**src/rtl/dual_wiper_regfile.sv**
```systemverilog
module dual_wiper_regfile #(
  parameter int DW = 8
) (
  input  logic          clk,
  input  logic          rst_n,
  input  logic          wr_en,
  input  logic          bus_stop,
  input  logic [3:0]    addr,
  input  logic [DW-1:0] wdata,
  output logic [DW-1:0] rdata,
  output logic [DW-1:0] wiper0,
  output logic [DW-1:0] wiper1,
  output logic          nv_commit,
  output logic [2:0]    nv_addr,
  output logic [DW-1:0] nv_data
);
  localparam logic [DW-1:0] MID = DW'(1) << (DW-1);
  localparam int NVB = 7;

  logic [DW-1:0] live [2];
  logic [DW-1:0] nv   [NVB];
  logic          vol_mode;
  logic          pend_v;
  logic [2:0]    pend_a;
  logic [DW-1:0] pend_d;

  wire in_nv   = addr < 4'd7;
  wire is_dcp  = addr < 4'd2;
  wire is_mode = addr == 4'd8;
  wire wr_live = wr_en && is_dcp;
  wire wr_nv   = wr_en && in_nv && !vol_mode;
  wire wr_mode = wr_en && is_mode && (wdata == '0 || wdata == MID);

  always_comb begin
    rdata = '0;
    if (is_dcp)      rdata = vol_mode ? live[addr[0]] : nv[addr[2:0]];
    else if (in_nv)  rdata = vol_mode ? '0 : nv[addr[2:0]];
    else if (is_mode) rdata = vol_mode ? MID : '0;
  end

  assign wiper0 = live[0];
  assign wiper1 = live[1];

  always_ff @(posedge clk or negedge rst_n) begin
    if (!rst_n) begin
      live[0]  <= MID;
      live[1]  <= MID;
      vol_mode <= 1'b0;
    end else begin
      if (wr_live) live[addr[0]] <= wdata;
      if (wr_mode) vol_mode <= wdata[DW-1];
    end
  end

  always_ff @(posedge clk or negedge rst_n) begin
    if (!rst_n) begin
      for (int i = 0; i < NVB; i++) nv[i] <= (i < 2) ? MID : '0;
      pend_v    <= 1'b0;
      pend_a    <= '0;
      pend_d    <= '0;
      nv_commit <= 1'b0;
      nv_addr   <= '0;
      nv_data   <= '0;
    end else begin
      nv_commit <= 1'b0;
      if (bus_stop && pend_v) begin
        nv[pend_a] <= pend_d;
        nv_commit  <= 1'b1;
        nv_addr    <= pend_a;
        nv_data    <= pend_d;
        pend_v     <= 1'b0;
      end
      if (wr_nv) begin
        pend_v <= 1'b1;
        pend_a <= addr[2:0];
        pend_d <= wdata;
      end
    end
  end

  AST_MODE_LEGAL: assert property (@(posedge clk) disable iff (!rst_n)
    is_mode |-> (rdata == '0 || rdata == MID));
  AST_COMMIT_AFTER_STOP: assert property (@(posedge clk) disable iff (!rst_n)
    nv_commit |-> $past(bus_stop));
  AST_IDLE_NO_COMMIT: assert property (@(posedge clk) disable iff (!rst_n)
    !pend_v |=> !nv_commit);
  AST_VOL_NO_STAGE: assert property (@(posedge clk) disable iff (!rst_n)
    (wr_en && vol_mode && !pend_v) |=> !pend_v);
  AST_WIPER_HOLD: assert property (@(posedge clk) disable iff (!rst_n)
    !wr_en |=> ($stable(wiper0) && $stable(wiper1)));
  AST_RSVD_ZERO: assert property (@(posedge clk) disable iff (!rst_n)
    (addr == 4'd7 || addr > 4'd8) |-> rdata == '0);
endmodule

```
**config.mk**
```make
export PLATFORM = sky130hd
export DESIGN_NAME = dual_wiper_regfile
export DESIGN_NICKNAME = d
export VERILOG_FILES = /design/src/rtl/dual_wiper_regfile.sv
export SDC_FILE = /design/constraint.sdc
export NUM_CORES = 1
export LEC_CHECK = 0
export BUFFER_PORTS_ARGS = -buffer_cell sky130_fd_sc_hd__buf_2
export CORE_ASPECT_RATIO = 1.25
export CORE_MARGIN = 5
export CORE_UTILIZATION = 25
export CTS_CLUSTER_SIZE = 25
export DETAILED_ROUTE_END_ITERATION = 6
export GPL_TIMING_DRIVEN = 0
export PLACE_DENSITY_LB_ADDON = 0.15
export SETUP_SLACK_MARGIN = 0.02
export SKIP_LAST_GASP = 1
export SLEW_MARGIN = 20
export SYNTH_ARGS = -nofsm -noshare
export SYNTH_HDL_FRONTEND = slang
export SYNTH_SLANG_ARGS = --single-unit
```
**constraint.sdc**
```tcl
create_clock -name clk -period 4.9 [get_ports clk]
set_clock_uncertainty 0.1 [all_clocks]
set_input_delay 0.735 -clock clk [delete_from_list [all_inputs] [get_ports clk]]
set_output_delay 0.735 -clock clk [all_outputs]
set_load 0.01 [all_outputs]
```
* Yosys cells after proc, flatten, opt, wreduce, memory -nomap -nowiden
Cells that the tools add are included.
** Cells by class
- Bitwise gates (word level) :: 3
- Shift operators :: 0
- Multiply operators :: 0
- Muxes and demuxes :: 21
- Equal/unequal tests :: 2
- Divide/modulo/power cells :: 0
- Reductions and logical operators :: 12
- Add/sub/neg operators :: 0
- $lt $le $gt $ge :: 7
** Operators with widths (count)
- $mux W8 :: 13
- $bwmux W56 :: 1
- $bmux W8 S3 :: 1
- $demux W8 S3 :: 1
- $bwmux W16 :: 1
- $demux W8 S1 :: 1
- $eq A8 B8 Y1 const B :: 1
- $ge A4 B4 Y1 const B :: 2
- $logic_and A1 B1 Y1 :: 8
- $logic_not A8 Y1 :: 1
- $not A3 Y4 :: 2
- $eq A4 B4 Y1 const B :: 1
- $lt A4 B1 Y1 const B :: 1
- $lt A4 B2 Y1 const B :: 1
- $lt A4 B3 Y1 const B :: 1
- $mux W1 :: 3
- $ge A2 B2 Y1 const B :: 1
- $lt A2 B1 Y1 const B :: 1
- $not A1 Y2 :: 1
- $reduce_bool A2 Y1 :: 1
- $logic_not A1 Y1 :: 1
- $logic_or A1 B1 Y1 :: 1
** Storage, ports and cells
- Flip-flop bits (word level) :: 97
- Memories kept :: 0
- Memory bits (read-only) :: 0
- Bits of input ports :: 16
- Memory bits (writable) :: 0
- Bits in latches :: 0

* Logic depth before layout (Yosys ltp)
Gate-level depths: netlist (run 1).
- Depth in word-level cells :: 7
- Gate-level depth with buffers :: 6

* Least setup slack after synthesis (run 1)
OpenSTA, ideal clock, no wires.
- Kind :: in2out
- Start point :: in addr[2]
- End point :: out rdata[0]
- Required time :: 4.065 ns
- Arrival time :: 1.852 ns
- Cell stages on the path :: 5
- Setup slack :: 2.213 ns
- Cells stage by stage :: clkbuf_1 -> nor3b_1 -> and2b_1 -> a22oi_1 -> a31oi_1
** Between the ends
- Word-level cells in the longest chain between the ends :: 7
** Ends and longest elaborated chain
- start: declaration :: line 8 : input logic [3:0] addr,
- $not A3 Y4 (implied by the code) :: line 36, 37
- $bmux W8 S3 :: line 36, 37
- $mux W8 (implied by the code) (2 in series) :: line 36, 37
- $mux W8 (2 in series) :: line 37 : else if (in_nv) rdata = vol_mode ? '0 : nv[addr[2:0]];
- $mux W8 (*) :: line 36 : if (is_dcp) rdata = vol_mode ? live[addr[0]] : nv[addr[2:0]];
- end: declaration :: line 10 : output logic [DW-1:0] rdata,
Mark *: on every way between the ends. The rest lies on a longest branch, timed or not. The select of a mux whose other input is x is not followed.

* Final worst setup path (run 1)
- Start point :: in addr[2]
- End point :: out rdata[3]
The elaborated chain is that of the path after synthesis.

==> results.yml, run 1 <==
clock_tree:
  htree_num_levels: 3
  cts_hold_repair.buffers: 0
  postCtsResizedCells: 0
  cts_num_sinks: 97
  cts.clk_slew.worst_paths_ns: 0.07
  numCtsBuffers: 9
  clock_tree_from_tritoncts: "yes"
  insertion_delay_ns: 0.35
  number_of_buffers_on_the_longest_clock_path: 2
  clockRootBuffer: "clkbuf_16"
  cts_post_setup_buffers_inserted: 0
flow_run:
  maxCapViolCount: 0
synth:
  synthesis.yosys.warnings: 0
  postSynthNetCount: 356
  postSynth.asyncResetShare_pct: 100
  ys_dominant_reg_cell: "dfrtp_1"
  synth_area_leader_cell: "dfrtp_1"
  syn-instance-count: 340
  synth.top_cell.area_share_pct: 52.1
  postSynthRegisterBits: 97
  synth.cell_area_um2: 4470
  ys_seq_area_share_pct: 54.4
  synth_edf_count: 0
  synth.top_cells.by_area: "dfrtp_1 (52%), mux2_2 (24%), nand2_1 (3.4%)"
  synth.lib_cells_used.distinct: 39
  syn_area_per_cell_um2: 13.1
status:
  run_status: "complete, no violations"
sta:
  setup_repair_after_global_routing_missed_its_margin: "false"
  slew_violations: 0
  hold_slack_ns: 0.140
  worst_slew_pin_slew_ns: 0.997
  worst_slew_margin_rel_pct: 33.0
  post-route-min-period_ns: 3.48
  finalWorstSetupSlack_ns: 1.42
  finalSetupViolCount: 0
  finalCritPeriodShare_pct: 71.0
  max_freq_mhz: 288
  setup_tns_ns: 0
  final-hold-violation-count: 0
hold_path:
  hold_path.class: "in -> async"
finish:
  proportion_of_layout_cells_with_a_drive_suffix_above_1_pct: 46.8
  final_stage_net_count: 417
  area_growth_syn_to_layout_pct: 19.1
  filler_cell_count: 1766
  final_cell_area_um2: 5320
  mostFrequentLayoutCells: "mux2_2 (95), dfrtp_1 (93), buf_2 (56), nand2_1 (41)"
  final_instance_count_without_filler_cells: 630
  layout.cells.most_common: "mux2_2"
  antenna-diode-count: 0
drt:
  drt_drc_violations_left: 0
  drt-total-wl_um: 12100
  antenna_left: 0
  average_wire_per_cell_in_the_routed_design_um: 19.2
  count_of_vias_placed_by_the_detailed_router: 2844
  routed_via_density: 4.51
  drt_iter0_drc: 152
  initial_drt_pass_iterations: 4
critical_path:
  worstSetupPathType: "in -> out"
  crit_arrival_ns: 2.64
  timing.reg2reg.worst_path_depth: 3
  critical_path.max_stage_delay_ns: 0.70
  worstPathRequired_ns: 4.07
  endpoint_of_the_lowest_slack_register_to_register_path: "nv[43]"
  critical_path_peak_fanout: 9
  standard_cell_with_the_maximum_stage_delay_on_the_critical_path: "nor3b_1"
  critPathLaunchType: "input pin"
  crit_path_cell_trace: "clkbuf_1 > nor3b_1 > and2b_1 > a22oi_1 > a31oi_1 > buf_2"
  timing.rr.start: "pend_v"
  r2r_slack_ns: 2.91
  critical_path.endpoint_type: "primary output"
floorplan:
  floorplan.initialDensity_pct: 25.5
  width_of_the_chip_um: 130
  design.die.area_um2: 20700
  placeableCoreArea_um2: 17500
  count_of_boundary_i_o_pins: 52
  die_h_um: 159
  rows: 54
global_routing:
  gr-usage-all-layers_pct: 12.3
  gr-total-overflow: 0
  grt_pass1_vias: 3134
  grt_first_pass_wirelength_um: 19300
  grt_max_degree: 74
  number_of_antenna_violations_at_the_first_check_in_global_routing: 0
pwr:
  cellLeakagePower_nw: 2.47
  peakVddDrop_mv: 0.175
  cellPowerDensity_nw_per_um2: 473
placed_design:
  dp_hpwl_um: 8820
  pre_cts_slack_ns: 1.35
  port_buffers: 49
  placed_cells: 614
  post_dp_cell_area_um2: 5030
  finalWeightedCongestion: 0.731
==> power by group <==
part	total (W)	internal (W)	switching, W
Combinational	0.000591	0.000339	0.000251
Clock	0.000711	0.000396	0.000315
Sequential	0.00121	0.00106	0.000151
Total	0.00251	0.00180	0.000717
==> worst max-delay path: cells and delay by family <==
family / cells / cell delay, ns
simple gates: 2 / 1.04
compound gates: 2 / 0.47
buf+inv: 2 / 0.39
==> worst max-delay path by stage <==
stage          startpoint        to  slack [ns]  cells past startpoint
4_1_cts           addr[2]  rdata[3]        1.34                      6
2_1_floorplan     addr[2]  rdata[0]        2.21                      5
3_5_place_dp      addr[2]  rdata[3]        1.35                      6
3_3_place_gp      addr[2]  rdata[3]        1.35                      6
6_report          addr[2]  rdata[3]        1.42                      6
5_1_grt           addr[2]  rdata[3]        1.28                      6
==> state kept, by name, indices dropped and copies added, names as in the netlist <==
register   cells
pend_d         8
wiper1         8
pend_v         1
pend_a         3
nv_addr        3
wiper0         8
nv_data        8
nv_commit      1
vol_mode       1
nv            56
==> metrics by stage <==
| stage | utilization [%] | power (W) |
|---|---|---|
| detailed placement | 28.7 | 0.00184 |
| finish | 30.4 | 0.00251 |
| floorplan | - | 0.00160 |
| global route | 30.4 | 0.00266 |
| global placement | 28.5 | 0.00181 |
| CTS | 30.4 | 0.00255 |
==> kinds of logic (layout without fill, tap and decap cells) <==
family	Yosys count	after routing	synth area share, %
AND/OR/NAND/NOR	83	83	10.4
multiplexers	113	113	28.9
flip-flops	97	97	54.4
AO/OA/AOI/OAI	29	29	4.28
buffers and inverters	18	84	2.02
==> synthesized netlist by cell type (2+ instances only) <==
cell / count
mux2_2: 95
dfrtp_1: 93
nand2_1: 41
mux2i_1: 10
o21ai_0: 10
nor2_1: 9
buf_2: 8
mux2_4: 8
a22oi_1: 7
a31oi_1: 7
and2_1: 6
clkbuf_1: 4
dfstp_2: 4
nand3_1: 4
inv_1: 3
o22a_1: 3
nor2b_1: 2
nor3_1: 2
nor3_4: 2
nor3b_1: 2
nor3b_2: 2
==> cell type report <==
type,instances,area (µm²),share of cell area [%]
sequential,97,2430,45.7
multi-input combinational,225,1950,36.7
tap,224,280,5.27
timing repair buffer,50,279,5.24
clock buffer,11,233,4.37
buffer,15,78.8,1.48
clock inverter,5,56.3,1.06
inverter,3,11.3,0.212
==> per-layer routing <==
| layer | vias up | global-route usage (%) | wire length, µm |
|---|---|---|---|
| met5 | - | 0 | 0 |
| met4 | 0 | 4.40 | 204 |
| met3 | 10 | 1.74 | 428 |
| met2 | 50 | 20.9 | 6140 |
| met1 | 1442 | 15.8 | 5320 |
| li1 | 1342 | - | - |
Power figures use the tool's default switching activity.
==> inputs of run 2 (changes only) <==
- clock period: 4.9 -> 3.3 ns (I/O delays scaled with it)
==> results.yml, run 2 (same netlist as run 1, synthesis figures left out) <==
status:
  run_status: "complete, no violations"
pwr:
  netSwitchingPower_w: 0.00107
  power.clock.fraction_pct: 28.3
  power_frac_comb_pct: 23.5
  seq_power_share_pct: 48.2
  pwr_total_w: 0.00374
  cellLeakagePower_nw: 2.48
  power_switching_share_pct: 28.5
  cellPowerDensity_nw_per_um2: 701
  internal_power_w: 0.00267
  peakVddDrop_mv: 0.260
sta:
  setup_repair_after_global_routing_missed_its_margin: "false"
  hold_slack_ns: 0.284
  setup_tns_ns: 0
  max_freq_mhz: 325
  post-route-min-period_ns: 3.08
  finalCritPeriodShare_pct: 93.3
  worst_slew_pin_slew_ns: 0.997
  worst_slew_margin_rel_pct: 33.0
  slew_violations: 0
  final-hold-violation-count: 0
  finalSetupViolCount: 0
global_routing:
  grt_max_degree: 74
  grt_pass1_vias: 3136
  number_of_antenna_violations_at_the_first_check_in_global_routing: 0
  gr-total-overflow: 0
  grt_first_pass_wirelength_um: 19300
  gr-usage-all-layers_pct: 12.3
finish:
  mostFrequentLayoutCells: "mux2_2 (95), dfrtp_1 (93), buf_2 (56), nand2_1 (41)"
  final_stage_net_count: 418
  largest_reg_flops: 56
  max_flop_register: "nv"
  area_growth_syn_to_layout_pct: 19.3
  layout.cells.most_common: "mux2_2"
  antenna-diode-count: 0
  final_instance_count_without_filler_cells: 631
  proportion_of_layout_cells_with_a_drive_suffix_above_1_pct: 46.7
floorplan:
  die_h_um: 159
  count_of_boundary_i_o_pins: 52
  width_of_the_chip_um: 130
  floorplan.initialDensity_pct: 25.5
  rows: 54
  design.die.area_um2: 20700
  placeableCoreArea_um2: 17500
placed_design:
  finalWeightedCongestion: 0.731
  dp_hpwl_um: 8820
  port_buffers: 49
  placed_cells: 614
clock_tree:
  clock_tree_from_tritoncts: "yes"
  cts.clk_slew.worst_paths_ns: 0.07
  htree_num_levels: 3
  number_of_buffers_on_the_longest_clock_path: 2
  clockRootBuffer: "clkbuf_16"
  numCtsBuffers: 9
  cts_post_setup_buffers_inserted: 0
  insertion_delay_ns: 0.35
  cts_num_sinks: 97
drt:
  drt_drc_violations_left: 0
  antenna_left: 0
  drt_iter0_drc: 135
  drt-total-wl_um: 12100
  average_wire_per_cell_in_the_routed_design_um: 19.2
  initial_drt_pass_iterations: 4
  count_of_vias_placed_by_the_detailed_router: 2835
  routed_via_density: 4.49
critical_path:
  critical_path.n_buffers_inverters: 1
  standard_cell_with_the_maximum_stage_delay_on_the_critical_path: "nor3b_1"
  endpoint_of_the_lowest_slack_register_to_register_path: "nv[43]"
  worstSetupPathType: "reg -> out"
  timing.rr.start: "pend_v"
  critPathLaunchType: "register"
  worstPathRequired_ns: 2.70
  critical_path_peak_fanout: 6
  r2r_slack_ns: 1.31
  crit_arrival_ns: 2.48
  critical_path.max_stage_delay_ns: 0.67
  critical_path.endpoint_type: "primary output"
  path_delay_family: "simple AND/OR/NAND/NOR gates"
  timing.reg2reg.worst_path_depth: 3
  crit_path_cell_trace: "nor3b_1 > and2b_1 > a22oi_1 > a31oi_1 > buf_2"
hold_path:
  hold-path-endpoint: "pend_v"
  worst_hold_path.num_cells: 2
  worstHoldStart: "bus_stop"
  hold_path.class: "in -> reg"
flow_run:
  maxCapViolCount: 0
==> run 2: worst max-delay path by stage <==
stage | slack [ns] | depth (start not counted) | start | to
3_3_place_gp | 0.23 | 6 | addr[2] | rdata[3]
2_1_floorplan | 1.09 | 5 | addr[2] | rdata[0]
4_1_cts | 0.14 | 5 | vol_mode | rdata[3]
5_1_grt | 0.11 | 5 | vol_mode | rdata[3]
6_report | 0.22 | 5 | vol_mode | rdata[3]
3_5_place_dp | 0.23 | 6 | addr[2] | rdata[3]
==> run 2: cell type report <==
class	count	area, µm²
fillers	1767	12200
flip-flops and latches	97	2430
multi-input cells	225	1950
repair buffers	51	289
well taps	224	280
clock buffers	11	233
plain buffers	15	78.8
clock inverters	5	56.3
inverters	3	11.3
==> run 2: repair_timing <==
action	4_1_cts	5_1_grt
endpoints found under the hold margin	24	0
hold buffers	1	0
setup endpoints to repair	0	0
resized for setup	0	0
==> run 2: power groups by stage <==
stage	sequential (W)	clock (W)	combinational [W]
after floorplan	0.00179	0	0.000585
after global placement	0.00180	0	0.000876
after detailed placement	0.00183	0	0.000898
after CTS	0.00181	0.00108	0.000902
after global routing	0.00185	0.00113	0.000969
final	0.00180	0.00106	0.000878
==> run 2: worst reg2reg max path: stages, from the launching register on <==
cell and delay (ns):
dfrtp_1 0.40, nand2_1 0.22, nor4b_4 0.73, mux2_2 0.42
==> run 2: per-stage QoR <==
stage	cell area (µm²)	worst slack (ns)	utilization, %
after floorplan	4470	1.09	-
after global placement	4990	0.233	28.5
after detailed placement	5030	0.227	28.7
after CTS	5330	0.145	30.4
after global routing	5330	0.107	30.5
final	5330	0.222	30.5
==> run 2: metal layers <==
| metal | GRT usage, % | up-vias | part of all wire [%] |
|---|---|---|---|
| li1 | - | 1342 | - |
| met2 | 20.9 | 44 | 51 |
| met3 | 1.74 | 10 | 3.2 |
| met5 | 0 | - | 0 |
| met4 | 4.40 | 0 | 1.7 |
| met1 | 15.8 | 1439 | 44 |
==> inputs of run 3 (changes only) <==
- HOLD_SLACK_MARGIN: default -> 0.02
- clock period: 3.3 -> 3 ns (I/O delays scaled with it)
==> results.yml, run 3 (same netlist as run 1, synthesis figures left out) <==
floorplan:
  design.die.area_um2: 20700
  rows: 54
  width_of_the_chip_um: 130
  count_of_boundary_i_o_pins: 52
  placeableCoreArea_um2: 17500
  floorplan.initialDensity_pct: 25.5
  die_h_um: 159
drt:
  drt_drc_violations_left: 0
  average_wire_per_cell_in_the_routed_design_um: 19.2
  drt-total-wl_um: 12100
  count_of_vias_placed_by_the_detailed_router: 2845
  antenna_left: 0
  drt_iter0_drc: 136
  routed_via_density: 4.51
  initial_drt_pass_iterations: 4
critical_path:
  standard_cell_with_the_maximum_stage_delay_on_the_critical_path: "dfrtp_1"
  crit_path_cell_trace: "nor3b_2 > and2b_1 > a22oi_1 > a31oi_1 > buf_2"
  critical_path_peak_fanout: 6
  timing.rr.start: "pend_v"
  critical_path.max_stage_delay_ns: 0.46
  crit_arrival_ns: 2.19
  r2r_slack_ns: 1.01
  timing.reg2reg.worst_path_depth: 3
  critPathLaunchType: "register"
  crit_cells: 5
  worstPathRequired_ns: 2.45
  critical_path.endpoint_type: "primary output"
  path_delay_family: "simple AND/OR/NAND/NOR gates"
  endpoint_of_the_lowest_slack_register_to_register_path: "nv[43]"
  worstSetupPathType: "reg -> out"
  critical_path.n_buffers_inverters: 1
clock_tree:
  clockRootBuffer: "clkbuf_16"
  numCtsBuffers: 9
  cts_num_sinks: 97
  clock_tree_from_tritoncts: "yes"
  htree_num_levels: 3
  number_of_buffers_on_the_longest_clock_path: 2
  cts.clk_slew.worst_paths_ns: 0.07
  insertion_delay_ns: 0.35
sta:
  finalSetupViolCount: 0
  final-hold-violation-count: 0
  max_freq_mhz: 366
  setup_tns_ns: 0
  finalCritPeriodShare_pct: 91.2
  hold_slack_ns: 0.238
  setup_repair_after_global_routing_missed_its_margin: "false"
  worst_slew_pin_slew_ns: 0.743
  finalWorstSetupSlack_ns: 0.264
  slew_violations: 0
  worst_slew_margin_rel_pct: 50.3
  post-route-min-period_ns: 2.74
placed_design:
  post_dp_cell_area_um2: 5030
  finalWeightedCongestion: 0.731
  port_buffers: 49
  pre_cts_slack_ns: 0.0168
  dp_hpwl_um: 8820
hold_path:
  hold_path.class: "in -> reg"
  hold-path-endpoint: "pend_v"
  worstHoldStart: "bus_stop"
  worst_hold_path.num_cells: 2
global_routing:
  grt_first_pass_wirelength_um: 19300
  number_of_antenna_violations_at_the_first_check_in_global_routing: 0
  gr-usage-all-layers_pct: 12.3
  grt_pass1_vias: 3140
  grt_max_degree: 74
  gr-total-overflow: 0
finish:
  area_growth_syn_to_layout_pct: 19.5
  antenna-diode-count: 0
  max_flop_register: "nv"
  final_cell_area_um2: 5340
  largest_reg_flops: 56
  layout.cells.most_common: "mux2_2"
  final_stage_net_count: 418
  mostFrequentLayoutCells: "mux2_2 (95), dfrtp_1 (93), buf_2 (56), nand2_1 (41)"
  filler_cell_count: 1767
  proportion_of_layout_cells_with_a_drive_suffix_above_1_pct: 47.2
pwr:
  cellPowerDensity_nw_per_um2: 770
  peakVddDrop_mv: 0.286
  cellLeakagePower_nw: 2.48
flow_run:
  maxCapViolCount: 0
status:
  run_status: "complete, no violations"
## run 3: layout make-up
| cell class | instances | area [µm²] | area share, % |
|---|---|---|---|
| Sequential cell | 97 | 2430 | 45.5 |
| Clock inverter | 5 | 56.3 | 1.05 |
| Tap cell | 224 | 280 | 5.25 |
| Multi-Input combinational cell | 225 | 1960 | 36.7 |
| Clock buffer | 11 | 233 | 4.36 |
| Buffer | 15 | 78.8 | 1.48 |
| Timing Repair Buffer | 51 | 289 | 5.41 |
| Inverter | 3 | 11.3 | 0.211 |
## run 3: how the worst max path moves through the flow
stage                     slack [ns]      from       end
after floorplan                 0.88   addr[2]  rdata[0]
after global placement          0.02   addr[2]  rdata[3]
after detailed placement        0.02   addr[2]  rdata[3]
after CTS                      0.001  vol_mode  rdata[3]
after global routing            0.14  vol_mode  rdata[3]
final                           0.26  vol_mode  rdata[3]
## run 3: layer usage
layer	wire, µm	up-vias	share of wire (%)	track usage, %
li1	-	1342	-	-
met1	5350	1445	44	15.8
met2	6160	48	51	21.0
met3	408	10	3.4	1.74
met4	204	0	1.7	4.40
met5	0	-	0	0
## run 3: power breakdown
part	switching, W	internal (W)	total, W	leakage [nW]
registers	0.000247	0.00173	0.00198	1.22
clock network	0.000515	0.000647	0.00116	0.139
logic	0.000411	0.000556	0.000966	1.12
total	0.00117	0.00294	0.00411	2.48
## run 3: through the flow
| stage | instances | utilization, % | power, W |
|---|---|---|---|
| 6_report | 631 | 30.5 | 0.00411 |
| 2_1_floorplan | 340 | - | 0.00262 |
| 3_3_place_gp | 613 | 28.5 | 0.00295 |
| 4_1_cts | 631 | 30.5 | 0.00417 |
| 3_5_place_dp | 614 | 28.7 | 0.00300 |
| 5_1_grt | 631 | 30.5 | 0.00435 |
## run 3: worst register-to-register path, cell delays in order (launching register included)
cell	delay, ns
dfrtp_1	0.40
nand2_1	0.22
nor4b_4	0.73
mux2_2	0.42
## run 3: timing repair
item | CTS | global route
hold buffers | 1 | 0
buffers inserted | 0 | 0
resized for setup | 1 | 1
endpoints found under the setup margin | 5 | 3
hold endpoints to repair | 24 | 0
